===== src/rtl/iopin_pkg.sv =====
package iopin_pkg;

   typedef enum logic [1:0] {
      MODE_INPUT  = 2'd0,
      MODE_LEVEL  = 2'd1,
      MODE_PWM    = 2'd2,
      MODE_CSENSE = 2'd3
   } pin_mode_e;

   // Packed LSB-first: mode [1:0], hs_en [2], ls_en [3], value [4]
   typedef struct packed {
      logic      value;
      logic      ls_en;
      logic      hs_en;
      pin_mode_e mode;
   } pin_cfg_t;

   localparam int CFG_W = $bits(pin_cfg_t);

endpackage


===== src/rtl/iopin_pwm.sv =====
module iopin_pwm #(
   parameter int PWM_W = 8,
   parameter bit RESTART_ON_LP = 1'b1
) (
   input  logic             clk,
   input  logic             rst_n,
   input  logic             lp_rst,
   input  logic             tick,
   input  logic             duty_we,
   input  logic [PWM_W-1:0] duty_wd,
   output logic [PWM_W-1:0] duty_q,
   output logic             pwm_wave
);

   if (PWM_W < 2 || PWM_W > 16) begin : g_bad_w
      $error("iopin_pwm: PWM_W out of range");
   end

   logic [PWM_W-1:0] cnt_q;

   always_ff @(posedge clk or negedge rst_n) begin
      if (!rst_n)       duty_q <= '0;
      else if (lp_rst)  duty_q <= '0;
      else if (duty_we) duty_q <= duty_wd;
   end

   if (RESTART_ON_LP) begin : g_cnt_restart
      always_ff @(posedge clk or negedge rst_n) begin
         if (!rst_n)      cnt_q <= '0;
         else if (lp_rst) cnt_q <= '0;
         else if (tick)   cnt_q <= cnt_q + PWM_W'(1);
      end
   end else begin : g_cnt_free
      always_ff @(posedge clk or negedge rst_n) begin
         if (!rst_n)    cnt_q <= '0;
         else if (tick) cnt_q <= cnt_q + PWM_W'(1);
      end
   end

   assign pwm_wave = (cnt_q < duty_q);

endmodule


===== src/rtl/iopin_cyclic.sv =====
module iopin_cyclic #(
   parameter int DIV_W   = 8,
   parameter int HALF_RST = 3
) (
   input  logic             clk,
   input  logic             rst_n,
   input  logic             tick,
   input  logic             half_we,
   input  logic [DIV_W-1:0] half_wd,
   output logic             cs_phase,
   output logic             cs_smp
);

   if (DIV_W < 1 || HALF_RST >= (1 << DIV_W)) begin : g_bad_div
      $error("iopin_cyclic: bad DIV_W or HALF_RST");
   end

   logic [DIV_W-1:0] half_q;
   logic [DIV_W-1:0] cnt_q;
   logic             at_end;

   assign at_end = (cnt_q >= half_q);

   always_ff @(posedge clk or negedge rst_n) begin
      if (!rst_n)       half_q <= DIV_W'(HALF_RST);
      else if (half_we) half_q <= half_wd;
   end

   always_ff @(posedge clk or negedge rst_n) begin
      if (!rst_n) begin
         cnt_q    <= '0;
         cs_phase <= 1'b0;
      end else if (tick) begin
         if (at_end) begin
            cnt_q    <= '0;
            cs_phase <= ~cs_phase;
         end else begin
            cnt_q <= cnt_q + DIV_W'(1);
         end
      end
   end

   // Last tick of a supply phase
   assign cs_smp = tick & cs_phase & at_end;

endmodule


===== src/rtl/iopin_pin.sv =====
module iopin_pin
   import iopin_pkg::*;
(
   input  logic     clk,
   input  logic     rst_n,
   input  logic     cfg_we,
   input  pin_cfg_t cfg_wd,
   input  logic     pwm_wave,
   input  logic     cs_phase,
   input  logic     cs_smp,
   input  logic     pin_in,
   output logic     hs_drv,
   output logic     ls_drv,
   output logic     cfg_err,
   output logic     cs_status,
   output logic     pwm_sel
);

   pin_cfg_t cfg_q;
   logic     cs_ok;

   always_ff @(posedge clk or negedge rst_n) begin
      if (!rst_n)      cfg_q <= '0;
      else if (cfg_we) cfg_q <= cfg_wd;
   end

   assign cs_ok   = cfg_q.hs_en & ~cfg_q.ls_en;
   assign cfg_err = (cfg_q.mode == MODE_CSENSE) & ~cs_ok;
   assign pwm_sel = (cfg_q.mode == MODE_PWM) & cfg_q.hs_en;

   always_comb begin
      hs_drv = 1'b0;
      ls_drv = 1'b0;
      unique case (cfg_q.mode)
         MODE_INPUT: begin
            hs_drv = 1'b0;
            ls_drv = 1'b0;
         end
         MODE_LEVEL: begin
            hs_drv = cfg_q.hs_en &  cfg_q.value;
            ls_drv = cfg_q.ls_en & ~cfg_q.value;
         end
         MODE_PWM: begin
            hs_drv = cfg_q.hs_en &  pwm_wave;
            ls_drv = cfg_q.ls_en & ~pwm_wave;
         end
         MODE_CSENSE: begin
            hs_drv = cs_ok & cs_phase;
            ls_drv = 1'b0;
         end
         default: ;
      endcase
   end

   always_ff @(posedge clk or negedge rst_n) begin
      if (!rst_n)
         cs_status <= 1'b0;
      else if (cs_smp && cfg_q.mode == MODE_CSENSE && cs_ok)
         cs_status <= pin_in;
   end

endmodule


===== src/rtl/iopin_ctrl.sv =====
module iopin_ctrl
   import iopin_pkg::*;
#(
   parameter int NPINS    = 4,
   parameter int DATA_W   = 8,
   parameter int PWM_W    = 8,
   parameter int DIV_W    = 8,
   parameter int HALF_RST = 3,
   parameter bit RESTART_ON_LP = 1'b1,
   localparam int ADDR_W  = $clog2(NPINS + 2)
) (
   input  logic              clk,
   input  logic              rst_n,
   input  logic              lp_rst,
   input  logic              tick,
   input  logic              wr_en,
   input  logic [ADDR_W-1:0] wr_addr,
   input  logic [DATA_W-1:0] wr_data,
   input  logic [NPINS-1:0]  pin_in,
   output logic [NPINS-1:0]  pin_rd,
   output logic [NPINS-1:0]  hs_drv,
   output logic [NPINS-1:0]  ls_drv,
   output logic [NPINS-1:0]  cfg_err,
   output logic [NPINS-1:0]  cs_status
);

   if (NPINS < 1 || DATA_W < CFG_W || DATA_W < PWM_W || DATA_W < DIV_W) begin : g_bad_cfg
      $error("iopin_ctrl: inconsistent widths");
   end

   localparam logic [ADDR_W-1:0] ADDR_DUTY = ADDR_W'(NPINS);
   localparam logic [ADDR_W-1:0] ADDR_HALF = ADDR_W'(NPINS + 1);

   logic [PWM_W-1:0] duty_q;
   logic             pwm_wave;
   logic             cs_phase;
   logic             cs_smp;
   logic [NPINS-1:0] pwm_sel;

   iopin_pwm #(
      .PWM_W         (PWM_W),
      .RESTART_ON_LP (RESTART_ON_LP)
   ) u_pwm (
      .clk      (clk),
      .rst_n    (rst_n),
      .lp_rst   (lp_rst),
      .tick     (tick),
      .duty_we  (wr_en && wr_addr == ADDR_DUTY),
      .duty_wd  (wr_data[PWM_W-1:0]),
      .duty_q   (duty_q),
      .pwm_wave (pwm_wave)
   );

   iopin_cyclic #(
      .DIV_W    (DIV_W),
      .HALF_RST (HALF_RST)
   ) u_cyc (
      .clk      (clk),
      .rst_n    (rst_n),
      .tick     (tick),
      .half_we  (wr_en && wr_addr == ADDR_HALF),
      .half_wd  (wr_data[DIV_W-1:0]),
      .cs_phase (cs_phase),
      .cs_smp   (cs_smp)
   );

   for (genvar i = 0; i < NPINS; i++) begin : g_pin
      iopin_pin u_pin (
         .clk       (clk),
         .rst_n     (rst_n),
         .cfg_we    (wr_en && wr_addr == ADDR_W'(i)),
         .cfg_wd    (pin_cfg_t'(wr_data[CFG_W-1:0])),
         .pwm_wave  (pwm_wave),
         .cs_phase  (cs_phase),
         .cs_smp    (cs_smp),
         .pin_in    (pin_in[i]),
         .hs_drv    (hs_drv[i]),
         .ls_drv    (ls_drv[i]),
         .cfg_err   (cfg_err[i]),
         .cs_status (cs_status[i]),
         .pwm_sel   (pwm_sel[i])
      );
   end

   assign pin_rd = pin_in;

endmodule


===== config.mk =====
export PLATFORM = sky130hd
export DESIGN_NAME = iopin_ctrl
export DESIGN_NICKNAME = d
export VERILOG_FILES = /design/src/rtl/iopin_pkg.sv /design/src/rtl/iopin_pwm.sv /design/src/rtl/iopin_cyclic.sv /design/src/rtl/iopin_pin.sv /design/src/rtl/iopin_ctrl.sv
export SDC_FILE = /design/constraint.sdc
export NUM_CORES = 1
export LEC_CHECK = 0
export BUFFER_PORTS_ARGS = -buffer_cell sky130_fd_sc_hd__buf_2
export CAP_MARGIN = 20
export CORE_UTILIZATION = 53
export DETAILED_ROUTE_END_ITERATION = 6
export PLACE_DENSITY = 0.78
export SYNTH_ARGS = -nofsm -noshare
export SYNTH_HDL_FRONTEND = slang
export SYNTH_SLANG_ARGS = --single-unit

===== constraint.sdc =====
create_clock -name clk -period 1.8 [get_ports clk]
set_input_delay 0.09 -clock clk [delete_from_list [all_inputs] [get_ports clk]]
set_output_delay 0.09 -clock clk [all_outputs]
set_load 0.01 [all_outputs]

# Word level (Yosys, flattened, before mapping)
# Cells that the tools add are included.
# W data, S select, Z words.
# word_totals
regBits	57
latch_bits	0
mem_bits_rw	0
rom_bits	0
input_bits	20
n_memories	0
# op_classes
n_addsub	2
n_mul	0
n_div	0
magnitude_cmp	2
n_eq_ne	17
n_shift	0
muxes	13
bitwise	44
reduce_logical	26
# op_table
op	count
$mux W8	5
$and A1 B1 Y1	30
$add A8 B1 Y8 const B	2
$eq A2 B2 Y1 const B	8
$pmux W1 S4	4
$logic_and A1 B1 Y1	14
$not A1 Y1	14
$pmux W1 S3	4
$eq A2 B1 Y1 const B	4
$ge A8 B8 Y1	1
$logic_not A2 Y1	4
$lt A8 B8 Y1	1
$reduce_or A2 Y1	4
$eq A3 B2 Y1 const B	2
$eq A3 B3 Y1 const B	2
$reduce_bool A2 Y1	2
$eq A3 B1 Y1 const B	1
$logic_not A3 Y1	1
$reduce_and A2 Y1	1

# Depth between registers and ports, before layout
# Gate-level depths: netlist (run 1).
# logic_depth
depth_word	4
ltp_mapped	8

# Modules after synthesis
# Synthesis (run 1) repeated with hierarchy kept, for this count alone.
# hier_totals
cells_unflattened	311
area_unflattened_um2	3246.9
# by_module_without_submodules
module	instances	cells_per_inst	area_per_inst_um2	seq_area_each_um2
iopin_pin	4	30	329.1	150.1
iopin_cyclic	1	92	954.7	427.9
iopin_pwm	1	89	872.1	400.4
iopin_ctrl	1	10	103.8	0.0

# Worst setup path after synthesis (run 1)
# Ideal clock, no wire load.
# synth_path
path_type	reg-to-reg
start	register u_cyc.half_q[1]
end	register g_pin[0].u_pin.cs_status
arrival_time_ns	1.768
slack_ns	-0.095
path_stages_with_launch	7
n_path_buf	0
period_less_slack_ns	1.895
path_cell_list	dfstp_2 -> inv_1 -> ha_1 -> o21ai_0 -> a221oi_4 -> o211ai_1 -> mux2_1
# synth_between
elab_chain_cells	4
# synth_rtl
element	line	source
start: declaration	iopin_cyclic.sv:18	logic [DIV_W-1:0] half_q;
start signal: assignment	iopin_cyclic.sv:25	if (!rst_n) half_q <= DIV_W'(HALF_RST);
start signal: assignment	iopin_cyclic.sv:26	else if (half_we) half_q <= half_wd;
$ge A8 B8 Y1	iopin_cyclic.sv:22	assign at_end = (cnt_q >= half_q);
$and A1 B1 Y1	iopin_cyclic.sv:44	assign cs_smp = tick & cs_phase & at_end;
$logic_and A1 B1 Y1 (2 in a row)	iopin_pin.sv:58	else if (cs_smp && cfg_q.mode == MODE_CSENSE && cs_ok)
end signal: assignment	iopin_pin.sv:59	cs_status <= pin_in;
end: declaration	iopin_pin.sv:15	output logic cs_status,
# Every way passes these cells.
# A chain may end at the register's enable or synchronous reset.

# Worst setup path in the final report (run 1)
# layout_path
start	register u_pwm.duty_q[5]
end	output port hs_drv[1]
# layout_between
elab_chain_cells	3
# layout_rtl
element	line	source
start: declaration	iopin_pwm.sv:11	output logic [PWM_W-1:0] duty_q,
start signal: assignment	iopin_pwm.sv:24	else if (duty_we) duty_q <= duty_wd;
$lt A8 B8 Y1	iopin_pwm.sv:40	assign pwm_wave = (cnt_q < duty_q);
$and A1 B1 Y1	iopin_pin.sv:44	hs_drv = cfg_q.hs_en & pwm_wave;
$pmux W1 S4	iopin_pin.sv:34	unique case (cfg_q.mode)
end: declaration	iopin_ctrl.sv:21	output logic [NPINS-1:0] hs_drv,
# Every way passes these cells.

==> results of run 1 <==
-- layout make-up --
| class | count | area [µm²] |
|---|---|---|
| multi-input combinational | 206 | 1770 |
| inverter | 27 | 101.3 |
| sequential | 57 | 1429 |
| timing repair buffer | 64 | 414.1 |
| fill | 460 | 2021 |
| clock buffer | 15 | 156.4 |
| tap | 75 | 93.84 |
| clock inverter | 1 | 5.005 |
-- cells in the mapped netlist --
| master | number |
|---|---|
| sky130_fd_sc_hd__dfrtp_1 | 55 |
| sky130_fd_sc_hd__ha_1 | 29 |
| sky130_fd_sc_hd__inv_1 | 27 |
| sky130_fd_sc_hd__mux2_2 | 22 |
| sky130_fd_sc_hd__buf_4 | 20 |
| sky130_fd_sc_hd__nand2_1 | 18 |
| sky130_fd_sc_hd__nor2_1 | 15 |
| sky130_fd_sc_hd__o21ai_0 | 12 |
| sky130_fd_sc_hd__and3_1 | 11 |
| sky130_fd_sc_hd__a21oi_1 | 9 |
| sky130_fd_sc_hd__mux2i_1 | 9 |
| sky130_fd_sc_hd__nor2b_1 | 8 |
| sky130_fd_sc_hd__nand3_1 | 7 |
| sky130_fd_sc_hd__nand3b_1 | 5 |
| sky130_fd_sc_hd__o211ai_1 | 5 |
| sky130_fd_sc_hd__xor2_1 | 5 |
| sky130_fd_sc_hd__clkbuf_1 | 4 |
| sky130_fd_sc_hd__mux2_1 | 4 |
| sky130_fd_sc_hd__nand4_1 | 4 |
| sky130_fd_sc_hd__o22ai_1 | 4 |
| sky130_fd_sc_hd__xnor2_1 | 4 |
| sky130_fd_sc_hd__nand2b_1 | 3 |
| sky130_fd_sc_hd__o2bb2ai_1 | 3 |
| sky130_fd_sc_hd__o31ai_1 | 3 |
| sky130_fd_sc_hd__a211oi_1 | 2 |
| sky130_fd_sc_hd__buf_1 | 2 |
| sky130_fd_sc_hd__buf_2 | 2 |
| sky130_fd_sc_hd__dfstp_2 | 2 |
| sky130_fd_sc_hd__nand4b_1 | 2 |
| sky130_fd_sc_hd__nor3_1 | 2 |
| sky130_fd_sc_hd__nor3b_2 | 2 |
| sky130_fd_sc_hd__o2111ai_1 | 2 |
| sky130_fd_sc_hd__o21ai_1 | 2 |
| sky130_fd_sc_hd__or2_2 | 2 |
| sky130_fd_sc_hd__or3_1 | 2 |
| sky130_fd_sc_hd__a221oi_4 | 1 |
| sky130_fd_sc_hd__nor3_2 | 1 |
| sky130_fd_sc_hd__nor3_4 | 1 |
| sky130_fd_sc_hd__nor4_2 | 1 |
| sky130_fd_sc_hd__o21a_2 | 1 |
| sky130_fd_sc_hd__o21ai_2 | 1 |
| sky130_fd_sc_hd__o21bai_1 | 1 |
| sky130_fd_sc_hd__o221a_2 | 1 |
| sky130_fd_sc_hd__o32ai_1 | 1 |
| sky130_fd_sc_hd__or2_1 | 1 |
-- metrics by stage --
step	area, µm²	TNS, ps	hold WS, ps	utilization	setup WS, ps
6_report	3970	-2101	13.55	0.6627	-300.9
5_1_grt	3970	-3747	9.510	0.6627	-422.9
4_1_cts	3890	-1793	9.003	0.6493	-245.2
3_5_place_dp	3573	-243.7	112.2	0.5965	-68.48
3_3_place_gp	3573	0	112.2	0.5965	6.225
2_1_floorplan	3349	-27.01	-205.6	-	-6.752
-- worst max-delay path by stage --
| stage | slack (ps) | to |
|---|---|---|
| final | -300 | hs_drv[1] |
| after global routing | -420 | hs_drv[1] |
| after CTS | -250 | hs_drv[1] |
| after detailed placement | -70 | g_pin[3].u_pin.cs_status |
| after global placement | 6 | g_pin[1].u_pin.cs_status |
| after floorplan | -7 | g_pin[0].u_pin.cs_status |
-- cells by family after synthesis --
kind of cell	Yosys count	share of synthesized area
buffers and inverters	55	0.08480
AO/OA/AOI/OAI	48	0.09862
adder cells (fa/ha/maj)	29	0.1083
AND/OR/NAND/NOR	85	0.1438
multiplexers	35	0.1143
XOR/XNOR	9	0.02353
flip-flops	57	0.4266
-- state kept, by name (all words and copies together) (netlist names) --
signal                 flops
u_cyc.half_q               8
u_cyc.cnt_q                8
u_pwm.cnt_q                8
g_pin.u_pin.cfg_q         20
g_pin.u_pin.cs_status      4
u_pwm.duty_q               8
u_cyc.cs_phase             1
-- worst reg2reg max path: stages, from the launching register on --
cell	delay, ps
sky130_fd_sc_hd__dfrtp_1	410
sky130_fd_sc_hd__ha_4	280
sky130_fd_sc_hd__o21a_2	110
sky130_fd_sc_hd__o21ai_2	60
sky130_fd_sc_hd__a221oi_4	400
sky130_fd_sc_hd__o211ai_1	170
sky130_fd_sc_hd__mux2_1	330
-- power groups by stage --
| stage | combinational [µW] | sequential, µW | clock [µW] |
|---|---|---|---|
| global placement | 1040 | 1680 | 0 |
| global route | 1410 | 1710 | 1100 |
| floorplan | 851 | 1630 | 0 |
| detailed placement | 1080 | 1690 | 0 |
| CTS | 1210 | 1680 | 1040 |
| finish | 1260 | 1690 | 1010 |
-- what timing repair did --
| action | in CTS | in global routing |
|---|---|---|
| pin swaps | 9 | 10 |
| cloned | 0 | 0 |
| resized for setup | 13 | 14 |
| endpoints found under the setup margin | 19 | 20 |
| buffers inserted | 1 | 4 |
| hold buffers | 6 | 0 |
| hold endpoints to repair | 60 | 0 |
-- routing by layer --
layer  routed length [µm]  share of wire
met5                    0              0
met4                  155          0.022
met3                  310          0.045
met2                 3361           0.48
met1                 3114           0.45
==> flow_results.xml, run 1 <==
<?xml version="1.0" encoding="UTF-8"?>
<metrics>
  <group name="outcome">
    <metric name="run_status" unit="">complete, but fails checks</metric>
    <metric name="failing_checks" unit="">negative setup slack</metric>
  </group>
  <group name="timing">
    <metric name="period_minus_slack" unit="ps">2101</metric>
    <metric name="hold_viol_final" unit="">0</metric>
    <metric name="grt_setup_unrepaired" unit="">true</metric>
    <metric name="achievable_freq" unit="GHz">0.4760</metric>
    <metric name="finalClockSkew" unit="ps">9.791</metric>
    <metric name="max_slew_margin" unit="">0.6354</metric>
    <metric name="fin_ws" unit="ps">-300.9</metric>
    <metric name="timing.final.setup_violations" unit="">12</metric>
    <metric name="maxSlewViolCount" unit="">0</metric>
    <metric name="period_share" unit="">1.167</metric>
    <metric name="worst_slew_pin_slew" unit="ps">545.1</metric>
  </group>
  <group name="critical_path">
    <metric name="critical_path.startpoint" unit="">u_pwm.duty_q[5]</metric>
    <metric name="critical_path.max_fanout" unit="">4</metric>
    <metric name="type_of_element_launching_the_critical_path" unit="">flop</metric>
    <metric name="r2r-start" unit="">u_cyc.cnt_q[2]</metric>
    <metric name="cpLargestDelayFamily" unit="">compound AO/OA/AOI/OAI gates</metric>
    <metric name="critical_path_required" unit="ps">1710</metric>
    <metric name="critical-path-slowest-cell" unit="">sky130_fd_sc_hd__dfrtp_1</metric>
    <metric name="worst_ep_arrival_time" unit="ps">2010</metric>
    <metric name="timing.critical_path.buf_inv" unit="">3</metric>
    <metric name="cp.depth" unit="">9</metric>
    <metric name="worstRegToRegCells" unit="">6</metric>
    <metric name="worst_r2r_dst" unit="">g_pin[3].u_pin.cs_status</metric>
    <metric name="cpPeakStageDelay" unit="ps">350</metric>
    <metric name="critical_path.endpoint_type" unit="">output port</metric>
    <metric name="timing.reg2reg.setup_slack" unit="ps">-90</metric>
    <metric name="timing_worst_setup_path_type" unit="">flop to output port</metric>
    <metric name="path_cells" unit="">inv_1, ha_1, nor3_1, o21bai_1, buf_4, nand2_1, o2111ai_2, a21oi_1, buf_2</metric>
  </group>
  <group name="synthesis">
    <metric name="area_share_of_the_largest_cell_type_after_synthesis" unit="">0.4109</metric>
    <metric name="netlist_instances" unit="">318</metric>
    <metric name="yosysWarningCount" unit="">0</metric>
    <metric name="synth_cell_type_count" unit="">45</metric>
    <metric name="yosysTopAreaCell" unit="">sky130_fd_sc_hd__dfrtp_1</metric>
    <metric name="yosysSeqAreaShare" unit="">0.4266</metric>
    <metric name="avgSynthCellArea" unit="µm²">10.53</metric>
    <metric name="synthesis.nets" unit="">367</metric>
    <metric name="netlist_top_cells_area" unit="">sky130_fd_sc_hd__dfrtp_1 (41%), sky130_fd_sc_hd__ha_1 (11%), sky130_fd_sc_hd__mux2_2 (7.4%), sky130_fd_sc_hd__buf_4 (4.5%), sky130_fd_sc_hd__inv_1 (3.0%)</metric>
    <metric name="synth.ff_latch_count" unit="">57</metric>
    <metric name="netlist_area" unit="µm²">3349</metric>
  </group>
  <group name="global_routing">
    <metric name="grt.overflow.total" unit="">0</metric>
    <metric name="grt_start_max_net_pins" unit="">58</metric>
    <metric name="grt_use_met2" unit="">0.3625</metric>
    <metric name="global_route_wire_length_before_repair" unit="µm">11190</metric>
    <metric name="grtUsageMet3" unit="">0.06778</metric>
    <metric name="grt_pass1_vias" unit="">2401</metric>
    <metric name="busiest_layer" unit="">met2</metric>
    <metric name="global_route.usage.met1" unit="">0.2990</metric>
    <metric name="grt_util_all_layers" unit="">0.2326</metric>
    <metric name="antenna_found_initial" unit="">0</metric>
  </group>
  <group name="hold_path">
    <metric name="hold-path-cell-count" unit="">2</metric>
    <metric name="hold_end" unit="">u_cyc.half_q[6]</metric>
    <metric name="worstHoldPathType" unit="">input port to flop</metric>
    <metric name="timing.hold.worst.start" unit="">wr_data[6]</metric>
  </group>
  <group name="drt">
    <metric name="drtIter0Drc" unit="">93</metric>
    <metric name="detailroute.via_count" unit="">2478</metric>
    <metric name="wl" unit="µm">6941</metric>
    <metric name="drt_pre_antenna_iters" unit="">4</metric>
    <metric name="route.detailed.drc" unit="">0</metric>
    <metric name="antenna_violating_nets_post_route" unit="">0</metric>
    <metric name="post_drt_wl_per_cell" unit="µm">15.60</metric>
    <metric name="vias_per_instance" unit="">5.569</metric>
  </group>
  <group name="floorplanning">
    <metric name="fp.dieArea" unit="µm²">6641</metric>
    <metric name="fp.dieW" unit="µm">81.50</metric>
    <metric name="placeable_core_area" unit="µm²">5991</metric>
    <metric name="num_io_pins" unit="">40</metric>
    <metric name="rows" unit="">28</metric>
    <metric name="die_height" unit="µm">81.50</metric>
    <metric name="initial_utilization" unit="">0.5591</metric>
  </group>
  <group name="power_and_ir_drop">
    <metric name="pwr-share-clk" unit="">0.255</metric>
    <metric name="power_density" unit="nW/µm²">999.3</metric>
    <metric name="sw_frac_of_total" unit="">0.3260</metric>
    <metric name="total_switching_power" unit="µW">1294</metric>
    <metric name="ir_worst_vdd" unit="V">0.0007902</metric>
    <metric name="design_power_total" unit="µW">3967</metric>
    <metric name="pwr-share-comb" unit="">0.319</metric>
    <metric name="seq_power_share" unit="">0.426</metric>
    <metric name="power.leakage" unit="µW">0.001871</metric>
    <metric name="internal_power" unit="µW">2674</metric>
  </group>
  <group name="cts">
    <metric name="clkLatencyLatePin" unit="ps">340</metric>
    <metric name="cts.path.max_buffers" unit="">2</metric>
    <metric name="cts.sinks" unit="">57</metric>
    <metric name="cts_tree" unit="">yes</metric>
    <metric name="clk_transition_reported_paths" unit="ps">60</metric>
    <metric name="clockRootBuffer" unit="">sky130_fd_sc_hd__clkbuf_8</metric>
    <metric name="cts_inserted_buffers" unit="">9</metric>
    <metric name="cts_htree_levels" unit="">3</metric>
  </group>
  <group name="flow_run">
    <metric name="cap_viol_max_count" unit="">0</metric>
  </group>
  <group name="layout">
    <metric name="finish.cell_count_without_fillers" unit="">445</metric>
    <metric name="most_used_cells_in_the_layout_excluding_fill_and_tap_cells" unit="">sky130_fd_sc_hd__dfrtp_1 (55), sky130_fd_sc_hd__buf_2 (39), sky130_fd_sc_hd__inv_1 (26), sky130_fd_sc_hd__ha_1 (26), sky130_fd_sc_hd__mux2_2 (22)</metric>
    <metric name="post_route_cells_drive_above_1_share" unit="">0.3351</metric>
    <metric name="insertedDiodeCount" unit="">0</metric>
    <metric name="final_nets" unit="">414</metric>
    <metric name="flow.area_growth_from_synthesis" unit="%">18.53</metric>
    <metric name="mostFrequentLayoutCell" unit="">sky130_fd_sc_hd__dfrtp_1</metric>
  </group>
  <group name="place">
    <metric name="dpl.cell_count" unit="">418</metric>
    <metric name="routabilityCongestion" unit="">0.7953</metric>
    <metric name="numPortBuffers" unit="">39</metric>
    <metric name="hpwlAfterDp" unit="µm">4734</metric>
  </group>
</metrics>
(Power assumes the default switching activity.)
==> run 2, diff against run 1 <==
--- a/config.mk
+++ b/config.mk
@@ -5,11 +5,11 @@
 export SDC_FILE = /design/constraint.sdc
 export NUM_CORES = 1
 export LEC_CHECK = 0
-export BUFFER_PORTS_ARGS = -buffer_cell sky130_fd_sc_hd__buf_2
 export CAP_MARGIN = 20
-export CORE_UTILIZATION = 53
+export CORE_UTILIZATION = 57
 export DETAILED_ROUTE_END_ITERATION = 6
-export PLACE_DENSITY = 0.78
+export DONT_BUFFER_PORTS = 1
+export PLACE_DENSITY = 0.76
 export SYNTH_ARGS = -nofsm -noshare
 export SYNTH_HDL_FRONTEND = slang
 export SYNTH_SLANG_ARGS = --single-unit
==> run 2 against run 1 <==
Effect of this change: the flow still finishes with violations (negative setup slack); maximum frequency hardly changed; combinational power is 8% higher; die area decreased by 6.8%; clock power up 24%; sequential cell count unchanged; final area up 3.3%; hold slack got worse by 3.0 ps; utilization up 7.3 points; first-iteration DRC count rose by 30%; critical path type unchanged.
==> flow_results.xml, run 2 (same netlist as run 1, synthesis figures left out) <==
<?xml version="1.0" encoding="UTF-8"?>
<metrics>
  <group name="place">
    <metric name="hpwlAfterDp" unit="µm">4624</metric>
    <metric name="numPortBuffers" unit="">0</metric>
    <metric name="routabilityCongestion" unit="">0.8241</metric>
  </group>
  <group name="timing">
    <metric name="period_minus_slack" unit="ps">2101</metric>
    <metric name="max_slew_margin" unit="">0.3574</metric>
    <metric name="period_share" unit="">1.167</metric>
    <metric name="finalHoldWorstSlack" unit="ps">10.58</metric>
    <metric name="achievable_freq" unit="GHz">0.4759</metric>
    <metric name="timing.final.setup_violations" unit="">16</metric>
    <metric name="worst_slew_pin_slew" unit="ps">960.8</metric>
    <metric name="maxSlewViolCount" unit="">0</metric>
    <metric name="grt_setup_unrepaired" unit="">true</metric>
    <metric name="hold_viol_final" unit="">0</metric>
    <metric name="finalClockSkew" unit="ps">3.940</metric>
    <metric name="fin_ws" unit="ps">-301.4</metric>
  </group>
  <group name="drt">
    <metric name="route.detailed.drc" unit="">0</metric>
    <metric name="wl" unit="µm">7635</metric>
    <metric name="detailroute.via_count" unit="">2430</metric>
    <metric name="antenna_violating_nets_post_route" unit="">0</metric>
    <metric name="drtIter0Drc" unit="">121</metric>
    <metric name="drt_pre_antenna_iters" unit="">4</metric>
    <metric name="vias_per_instance" unit="">5.758</metric>
    <metric name="post_drt_wl_per_cell" unit="µm">18.09</metric>
  </group>
  <group name="layout">
    <metric name="most_used_cells_in_the_layout_excluding_fill_and_tap_cells" unit="">sky130_fd_sc_hd__dfrtp_1 (55), sky130_fd_sc_hd__ha_1 (26), sky130_fd_sc_hd__inv_1 (25)</metric>
    <metric name="final_nets" unit="">394</metric>
    <metric name="insertedDiodeCount" unit="">0</metric>
    <metric name="mostFrequentLayoutCell" unit="">sky130_fd_sc_hd__dfrtp_1</metric>
    <metric name="max_flop_register" unit="">g_pin.u_pin.cfg_q</metric>
    <metric name="flow.area_growth_from_synthesis" unit="%">22.41</metric>
    <metric name="post_route_cells_drive_above_1_share" unit="">0.3029</metric>
    <metric name="largest_register_ffs" unit="">20</metric>
  </group>
  <group name="critical_path">
    <metric name="critical_path.max_fanout" unit="">6</metric>
    <metric name="worstRegToRegCells" unit="">6</metric>
    <metric name="cpPeakStageDelay" unit="ps">430</metric>
    <metric name="critical_path.endpoint_type" unit="">output port</metric>
    <metric name="timing.critical_path.to" unit="">ls_drv[0]</metric>
    <metric name="worst_r2r_dst" unit="">g_pin[1].u_pin.cs_status</metric>
    <metric name="path_cells" unit="">ha_4, o211ai_1, o221a_4, buf_4, o21ai_1, and3_4</metric>
    <metric name="timing.reg2reg.setup_slack" unit="ps">-100</metric>
    <metric name="critical_path_required" unit="ps">1710</metric>
    <metric name="worst_ep_arrival_time" unit="ps">2010</metric>
    <metric name="r2r-start" unit="">u_cyc.cnt_q[3]</metric>
    <metric name="timing_worst_setup_path_type" unit="">flop to output port</metric>
    <metric name="type_of_element_launching_the_critical_path" unit="">flop</metric>
    <metric name="critical-path-slowest-cell" unit="">sky130_fd_sc_hd__dfrtp_1</metric>
    <metric name="critical_path.startpoint" unit="">u_pwm.cnt_q[4]</metric>
  </group>
  <group name="power_and_ir_drop">
    <metric name="design_power_total" unit="µW">4304</metric>
    <metric name="ir_worst_vdd" unit="V">0.0006603</metric>
    <metric name="power_density" unit="nW/µm²">1050</metric>
    <metric name="power.leakage" unit="µW">0.001840</metric>
  </group>
  <group name="cts">
    <metric name="cts_htree_levels" unit="">3</metric>
    <metric name="clk_transition_reported_paths" unit="ps">60</metric>
    <metric name="clockRootBuffer" unit="">sky130_fd_sc_hd__clkbuf_8</metric>
    <metric name="cts_inserted_buffers" unit="">9</metric>
    <metric name="cts_tree" unit="">yes</metric>
    <metric name="clkLatencyLatePin" unit="ps">330</metric>
    <metric name="cts.path.max_buffers" unit="">2</metric>
    <metric name="cts.sinks" unit="">57</metric>
  </group>
  <group name="floorplanning">
    <metric name="fp.dieArea" unit="µm²">6187</metric>
    <metric name="num_io_pins" unit="">40</metric>
    <metric name="rows" unit="">27</metric>
    <metric name="placeable_core_area" unit="µm²">5574</metric>
    <metric name="initial_utilization" unit="">0.6009</metric>
    <metric name="fp.dieW" unit="µm">78.66</metric>
    <metric name="die_height" unit="µm">78.66</metric>
  </group>
  <group name="outcome">
    <metric name="run_status" unit="">complete, but fails checks</metric>
    <metric name="failing_checks" unit="">negative setup slack</metric>
  </group>
  <group name="hold_path">
    <metric name="worstHoldPathType" unit="">input port to flop</metric>
  </group>
  <group name="global_routing">
    <metric name="grt_util_all_layers" unit="">0.2558</metric>
    <metric name="grt_pass1_vias" unit="">2556</metric>
    <metric name="global_route_wire_length_before_repair" unit="µm">11790</metric>
    <metric name="grt.overflow.total" unit="">0</metric>
    <metric name="grt_start_max_net_pins" unit="">58</metric>
    <metric name="antenna_found_initial" unit="">0</metric>
  </group>
  <group name="flow_run">
    <metric name="cap_viol_max_count" unit="">0</metric>
  </group>
</metrics>
[run 2: worst min path at each step]
stage | startpoint | end | slack (ps) | depth (start not counted)
CTS | tick | u_pwm.cnt_q[4] | 2 | 3
global placement | rst_n | u_cyc.cnt_q[6] | -200 | 0
finish | tick | g_pin[0].u_pin.cs_status | 10 | 2
detailed placement | rst_n | u_cyc.cnt_q[6] | -200 | 0
global route | tick | g_pin[2].u_pin.cs_status | 30 | 2
floorplan | rst_n | g_pin[0].u_pin.cfg_q[0] | -210 | 0
[run 2: routing by layer]
| metal | up-vias | routed length [µm] | GRT usage |
|---|---|---|---|
| met5 | - | 0 | 0 |
| met4 | 0 | 152 | 0.1056 |
| met3 | 14 | 483 | 0.07558 |
| met2 | 65 | 3867 | 0.4165 |
| met1 | 1206 | 3132 | 0.3155 |
| li1 | 1145 | - | - |
[run 2: stage by stage]
step	setup slack (ps)	cell area (µm²)	cells	util	setup TNS, ps
floorplan	-6.752	3349	318	-	-27.01
global placement	-37.56	3377	378	0.6058	-135.2
global route	-367.5	4100	422	0.7356	-3654
finish	-301.4	4100	422	0.7356	-2158
CTS	-200.4	3885	417	0.6970	-1691
detailed placement	-76.54	3377	378	0.6058	-223.7
[run 2: critical path, delay by kind of cell, from the launching register on]
kind,cells,cell delay [ps]
compound gates,3,560
buf+inv,1,160
fa+ha+maj,1,290
simple gates,1,230
flops,1,430
[run 2: repair_timing]
item	in CTS	in global routing
gates resized for setup	11	33
buffers inserted	3	5
pin swaps	8	25
endpoints found under the setup margin	19	20
hold endpoints to repair	114	0
hold buffers	20	0
[run 2: report_power, final]
part | internal [µW] | switching, µW | leakage, µW
logic | 678 | 685 | 0.00101
registers | 1500 | 192 | 0.000728
clock network | 752 | 494 | 0.000107
total | 2930 | 1370 | 0.00184
[run 2: cell type report]
class	instances	area, µm²
multi-input combinational	206	1868
inverter	27	101.3
timing repair buffer	44	404.1
tap	72	90.09
fill	364	1474
sequential	57	1429
clock buffer	14	172.7
clock inverter	2	35.03
